--- src/rtl/alu_pkg.sv ---
package alu_pkg;

    // Result class codes; the encoding is decoded by the instruction control.
    typedef enum logic [1:0] {
        FC_SHIFT = 2'b00,
        FC_SLT   = 2'b01,
        FC_ARITH = 2'b10,
        FC_LOGIC = 2'b11
    } fclass_e;

    typedef enum logic [1:0] {
        LG_AND = 2'b00,
        LG_OR  = 2'b01,
        LG_XOR = 2'b10,
        LG_NOR = 2'b11
    } logic_fn_e;

    typedef enum logic [1:0] {
        SH_NONE  = 2'b00,
        SH_LEFT  = 2'b01,
        SH_RIGHT = 2'b10,
        SH_ARITH = 2'b11
    } shift_fn_e;

    // Flags leaving the adder that other units consume.
    typedef struct packed {
        logic msb;
        logic ovfl;
    } add_flags_t;

    // Two operands of equal sign giving a sum of the other sign.
    function automatic logic signed_ovfl(input logic a_msb,
                                         input logic b_msb,
                                         input logic s_msb);
        return (a_msb == b_msb) && (s_msb != a_msb);
    endfunction

    // True sign of a difference, corrected for overflow.
    function automatic logic true_less(input add_flags_t f);
        return f.msb ^ f.ovfl;
    endfunction

endpackage

--- src/rtl/alu_shifter.sv ---
module alu_shifter
    import alu_pkg::*;
#(
    parameter int WIDTH = 32,
    parameter int AMT_W = $clog2(WIDTH)
) (
    input  logic [WIDTH-1:0] din,
    input  logic [AMT_W-1:0] amt,
    input  shift_fn_e        fn,
    output logic [WIDTH-1:0] dout
);

    logic             go_left;
    logic             fill;
    logic [AMT_W-1:0] amt_eff;
    logic [WIDTH-1:0] din_rev;
    logic [WIDTH-1:0] core_in;
    logic [WIDTH-1:0] core_out;
    logic [WIDTH-1:0] core_rev;
    logic [WIDTH-1:0] stg [AMT_W+1];

    assign go_left = (fn == SH_LEFT);
    assign fill    = (fn == SH_ARITH) & din[WIDTH-1];
    assign amt_eff = (fn == SH_NONE) ? '0 : amt;

    // Left shifts reuse the right-shift barrel on bit-reversed data.
    for (genvar i = 0; i < WIDTH; i++) begin : g_rev
        assign din_rev[i]  = din[WIDTH-1-i];
        assign core_rev[i] = core_out[WIDTH-1-i];
    end

    assign core_in = go_left ? din_rev : din;
    assign stg[0]  = core_in;

    // One stage per amount bit, stage k moving by 2**k places.
    for (genvar k = 0; k < AMT_W; k++) begin : g_stage
        localparam int D = 1 << k;
        assign stg[k+1] = amt_eff[k] ? {{D{fill}}, stg[k][WIDTH-1:D]} : stg[k];
    end

    assign core_out = stg[AMT_W];
    assign dout     = go_left ? core_rev : core_out;

    always_comb begin
        // an arithmetic right shift keeps the operand sign
        a_r5_sign_kept: assert (!(fn == SH_ARITH) || (dout[WIDTH-1] == din[WIDTH-1]))
            else $error("arithmetic shift lost the sign bit");
        // a nonzero left shift clears the bottom bit
        a_r5_left_fill: assert (!(fn == SH_LEFT && amt != '0) || !dout[0])
            else $error("left shift did not zero-fill");
        // a nonzero logical right shift clears the top bit
        a_r5_right_fill: assert (!(fn == SH_RIGHT && amt != '0) || !dout[WIDTH-1])
            else $error("logical right shift did not zero-fill");
    end

endmodule

--- src/rtl/alu_addsub.sv ---
module alu_addsub
    import alu_pkg::*;
#(
    parameter int WIDTH = 32
) (
    input  logic [WIDTH-1:0] a,
    input  logic [WIDTH-1:0] b,
    input  logic             sub,
    output logic [WIDTH-1:0] sum,
    output add_flags_t       flags
);

    logic [WIDTH-1:0] b_eff;

    // Subtraction: invert the second operand and carry one in.
    assign b_eff      = b ^ {WIDTH{sub}};
    assign sum        = a + b_eff + {{(WIDTH-1){1'b0}}, sub};
    assign flags.msb  = sum[WIDTH-1];
    assign flags.ovfl = signed_ovfl(a[WIDTH-1], b_eff[WIDTH-1], sum[WIDTH-1]);

    always_comb begin
        // operands of differing effective sign can never overflow
        a_r3_no_overflow: assert (!(a[WIDTH-1] != b_eff[WIDTH-1]) || !flags.ovfl)
            else $error("overflow flagged on mixed-sign operands");
        // an overflow always flips the sign away from the first operand
        a_r3_sign_flip: assert (!flags.ovfl || (sum[WIDTH-1] != a[WIDTH-1]))
            else $error("overflow without sign change");
    end

endmodule

--- src/rtl/alu_logic.sv ---
module alu_logic
    import alu_pkg::*;
#(
    parameter int WIDTH = 32
) (
    input  logic [WIDTH-1:0] a,
    input  logic [WIDTH-1:0] b,
    input  logic_fn_e        fn,
    output logic [WIDTH-1:0] dout
);

    always_comb begin
        unique case (fn)
            LG_AND:  dout = a & b;
            LG_OR:   dout = a | b;
            LG_XOR:  dout = a ^ b;
            LG_NOR:  dout = ~(a | b);
            default: dout = '0;
        endcase
    end

    always_comb begin
        // NOR output has no bit in common with either operand
        a_r4_nor_disjoint: assert (!(fn == LG_NOR) || ((dout & (a | b)) == '0))
            else $error("NOR overlaps operands");
        // AND output is contained in both operands
        a_r4_and_subset: assert (!(fn == LG_AND) || ((dout & ~(a & b)) == '0))
            else $error("AND sets bits outside operands");
    end

endmodule

--- src/rtl/alu_core.sv ---
module alu_core
    import alu_pkg::*;
#(
    parameter int WIDTH = 32,
    parameter int AMT_W = $clog2(WIDTH)
) (
    input  logic [WIDTH-1:0] x,
    input  logic [WIDTH-1:0] y,
    input  logic [AMT_W-1:0] shamt_k,
    input  logic             amt_var,
    input  logic [1:0]       fclass,
    input  logic             sub_sel,
    input  logic [1:0]       logic_fn,
    input  logic [1:0]       shift_fn,
    output logic [WIDTH-1:0] result,
    output logic             zero,
    output logic             ovfl
);

    fclass_e          cls;
    logic [AMT_W-1:0] amt;
    logic [WIDTH-1:0] sh_out;
    logic [WIDTH-1:0] add_out;
    logic [WIDTH-1:0] lg_out;
    logic [WIDTH-1:0] slt_out;
    add_flags_t       add_fl;

    assign cls = fclass_e'(fclass);

    // Shift amount: constant field or low bits of the first operand.
    assign amt = amt_var ? x[AMT_W-1:0] : shamt_k;

    alu_shifter #(.WIDTH(WIDTH), .AMT_W(AMT_W)) u_shift (
        .din  (y),
        .amt  (amt),
        .fn   (shift_fn_e'(shift_fn)),
        .dout (sh_out)
    );

    alu_addsub #(.WIDTH(WIDTH)) u_add (
        .a     (x),
        .b     (y),
        .sub   (sub_sel),
        .sum   (add_out),
        .flags (add_fl)
    );

    alu_logic #(.WIDTH(WIDTH)) u_logic (
        .a    (x),
        .b    (y),
        .fn   (logic_fn_e'(logic_fn)),
        .dout (lg_out)
    );

    assign slt_out = {{(WIDTH-1){1'b0}}, true_less(add_fl)};

    always_comb begin
        unique case (cls)
            FC_SHIFT: result = sh_out;
            FC_SLT:   result = slt_out;
            FC_ARITH: result = add_out;
            FC_LOGIC: result = lg_out;
            default:  result = '0;
        endcase
    end

    assign zero = ~|result;
    assign ovfl = add_fl.ovfl;

    always_comb begin
        // set-less-than drives only bit 0
        a_r7_slt_upper: assert (!(cls == FC_SLT) || (result[WIDTH-1:1] == '0))
            else $error("set-less-than drove upper bits");
        // in set-less-than the zero flag is the inverse of bit 0
        a_r8_zero_slt: assert (!(cls == FC_SLT) || (zero == !result[0]))
            else $error("zero flag disagrees with comparison");
        // a set zero flag never coexists with a set result top bit
        a_r8_zero_msb: assert (!zero || !result[WIDTH-1])
            else $error("zero flag with nonzero result");
    end

endmodule

--- config.mk ---
export PLATFORM = sky130hd
export DESIGN_NAME = alu_core
export DESIGN_NICKNAME = d
export VERILOG_FILES = /design/src/rtl/alu_pkg.sv /design/src/rtl/alu_shifter.sv /design/src/rtl/alu_addsub.sv /design/src/rtl/alu_logic.sv /design/src/rtl/alu_core.sv
export SDC_FILE = /design/constraint.sdc
export NUM_CORES = 1
export LEC_CHECK = 0
export ABC_AREA = 1
export BUFFER_PORTS_ARGS = -buffer_cell sky130_fd_sc_hd__buf_4
export CELL_PAD_IN_SITES_DETAIL_PLACEMENT = 0
export CELL_PAD_IN_SITES_GLOBAL_PLACEMENT = 1
export CORE_ASPECT_RATIO = 1.4
export CORE_MARGIN = 2
export CORE_UTILIZATION = 44
export DETAILED_ROUTE_END_ITERATION = 16
export PLACE_DENSITY = 0.95
export SYNTH_ARGS = -nofsm -noshare
export SYNTH_HDL_FRONTEND = slang
export SYNTH_HIERARCHICAL = 1
export SYNTH_SLANG_ARGS = --single-unit
--- constraint.sdc ---
create_clock -name vclk -period 10.45
set_clock_uncertainty 0.05 [all_clocks]
set_input_delay 2.09 -clock vclk [all_inputs]
set_output_delay 2.09 -clock vclk [all_outputs]
set_load 0.02 [all_outputs]
==> flow_summary.toml <==
[routing]
met1_length_um = 13490
antenna_left = 0
viasPerCell = 5.687
top_layer = "met4"
wl_met3_um = 2262
drc = 0
first_pass_iters = 6
detail_route.iter0.violations = 1158
routed_wirelength_um = 35890
wl_met2_um = 17800
wire_per_inst_um = 18.72
vias = 10900

[min_path]
hold_path.startpoint = "x[31]"
whs_path_depth = 5
hold_path_end = "ovfl"
holdCritPathClass = "in -> out"

[setup_path]
start_kind = "primary input"
arrival_ps = 5580
cp.required_ps = 8310
endpoint_kind = "output pin"
path_class = "in -> out"
critPathMaxFanout = 35

[job]
drv_cap = 0

[layout]
area_growth_pct = 8.836
nFillCells = 2171
nets = 1845
seq_cell_count = 0
drive_gt1_frac = 0.1227
nClkBuffers = 0
register_area_sq_um = 0

[outcome]
outcome = "finished clean"

[synth]
syn_nets = 1804
postSynthCellCount = 1632
synthDistinctLibCells = 38
yosys-top-cells-area = "nand2_1, nand3_1, ha_1"
yosysTopAreaCellShare = 0.2544
yosysWarnings = 6
syn_area_per_cell_sq_um = 5.145
seq_area_frac_synth = 0
synth_top_area_cell = "nand2_1"
synth_most_common_cell = "nand2_1"
synth_commonest_cells = "nand2_1, nand3_1, inv_1"
synthesis.area_sq_um = 8397

[timing]
worst_slew_pin_slew_ps = 1126
setup_viol = 0
setup_tns_ps = 0
slew_viol_final = 0
maxSlewHeadroom = 0.2488
hold_viol = 0
clock.fmax_ghz = 0.1295
finalCritPeriodShare = 0.7390
fin_crit_ps = 7722
rsz0062_at_grt = "no"

[grt]
antenna_found_initial = 2
first_global_vias = 10300
grt_remaining_overflow = 0
grt_max_degree = 72
track_usage = 0.3456
grt_pass1_wl_um = 55260

[floorplan]
io_pins = 111
core-area_sq_um = 18680
die_h_um = 167.5
rows = 59
die_w_um = 120.8
initial_core_util = 0.4496
die_area_sq_um = 20220

[power_and_ir_drop]
p_total_uw = 693.4
p_per_area_nw_per_um2 = 75.87
p_leak_uw = 0.005309
peakVddDrop_v = 0.00004595

[cts]
cts_setup_buffers = 0
cts_resized = 0
cts_hold_buf = 0

[place]
gp_congestion = 1.013
io_buffers = 111
place_hpwl_um = 28740
==> report_power, final <==
group / switching [uW] / internal, uW / total (uW) / leakage [uW]
Clock: 0 / 0.0000256 / 0.0000256 / 0.0000000127
Sequential: 0 / 0 / 0 / 0
Combinational: 466 / 227 / 693 / 0.00531
==> how the worst max path moves through the flow <==
stage                 to  slack (ps)  cells after the start    start
floorplan           zero        3600                     25  sub_sel
global placement    zero        2690                     17  amt_var
detailed placement  zero        2770                     17  amt_var
CTS                 zero        2770                     17  amt_var
global route        zero        2490                     17  amt_var
finish              zero        2730                     17  amt_var
==> cell usage in the layout, fill, tap and decap left out, types with 3 or more instances in the layout <==
cell      synthesis  final
a21o_1            3      3
a21oi_1          31     31
buf_4            10    118
ha_1             94     94
inv_1           197    197
inv_2            13     13
mux2_2            5      5
nand2_1         569    569
nand2_2          31     31
nand3_1         385    385
nand3_2          16     16
nand3b_1          4      4
nand4_1          37     37
nor2_1           66     65
nor2_2            9      9
nor2_4            5      6
nor3_1            3      3
nor3_2            3      3
o211ai_1          4      4
o21ai_0          11     11
o21bai_1          4      4
xnor2_1           3      3
xor2_1           46     46
==> through the flow <==
step / worst slack, ps / instances / util / area [sq um] / hold slack, ps
after floorplan: 3604 / 1632 / - / 8397 / 4324
after global placement: 2692 / 1915 / 0.4890 / 9134 / 4634
after detailed placement: 2770 / 1915 / 0.4890 / 9134 / 4634
after CTS: 2768 / 1915 / 0.4890 / 9134 / 4635
after global routing: 2488 / 1917 / 0.4893 / 9139 / 4670
final: 2728 / 1917 / 0.4893 / 9139 / 4624
==> cells by family (layout without fill, tap and decap cells) <==
kind of cell / count (synthesis) / after routing / share of synthesized area
xor gates and xnor gates: 49 / 49 / 0.05111
muxes: 5 / 5 / 0.006705
and+or+nand+nor: 1135 / 1135 / 0.6121
AOI/OAI and AO/OA: 57 / 57 / 0.03785
other: 0 / 2 / 0
buffers and inverters: 291 / 330 / 0.1498
adders and majority gates: 95 / 95 / 0.1425
==> worst max-delay path: stages <==
cell and delay, ps:
buf_4 110, mux2_2 340, nand2_1 70, buf_4 350, clkinv_1 760, nand3_1 460, nand3_1 160, nand3_1 120
nand2_1 80, nand2_1 90, nand3_1 120, nor2_1 110, nand3_1 120, nor2_1 210, nand2_1 90, nor2_1 130
buf_4 160
==> layer usage <==
metal	global-route usage	up-vias
li1	-	5334
met1	0.3955	4963
met2	0.6232	474
met3	0.03372	131
met4	0.1845	0
met5	0	-
==> area by class of cell <==
class,instances,area [sq um],area share
Inverter,212,795.8,0.08708
Tap cell,244,305.3,0.03341
Timing Repair Buffer,118,885.9,0.09693
Multi-Input combinational cell,1341,7147,0.7820
Antenna cell,2,5.005,0.0005476
Power figures use the tool's default switching activity.
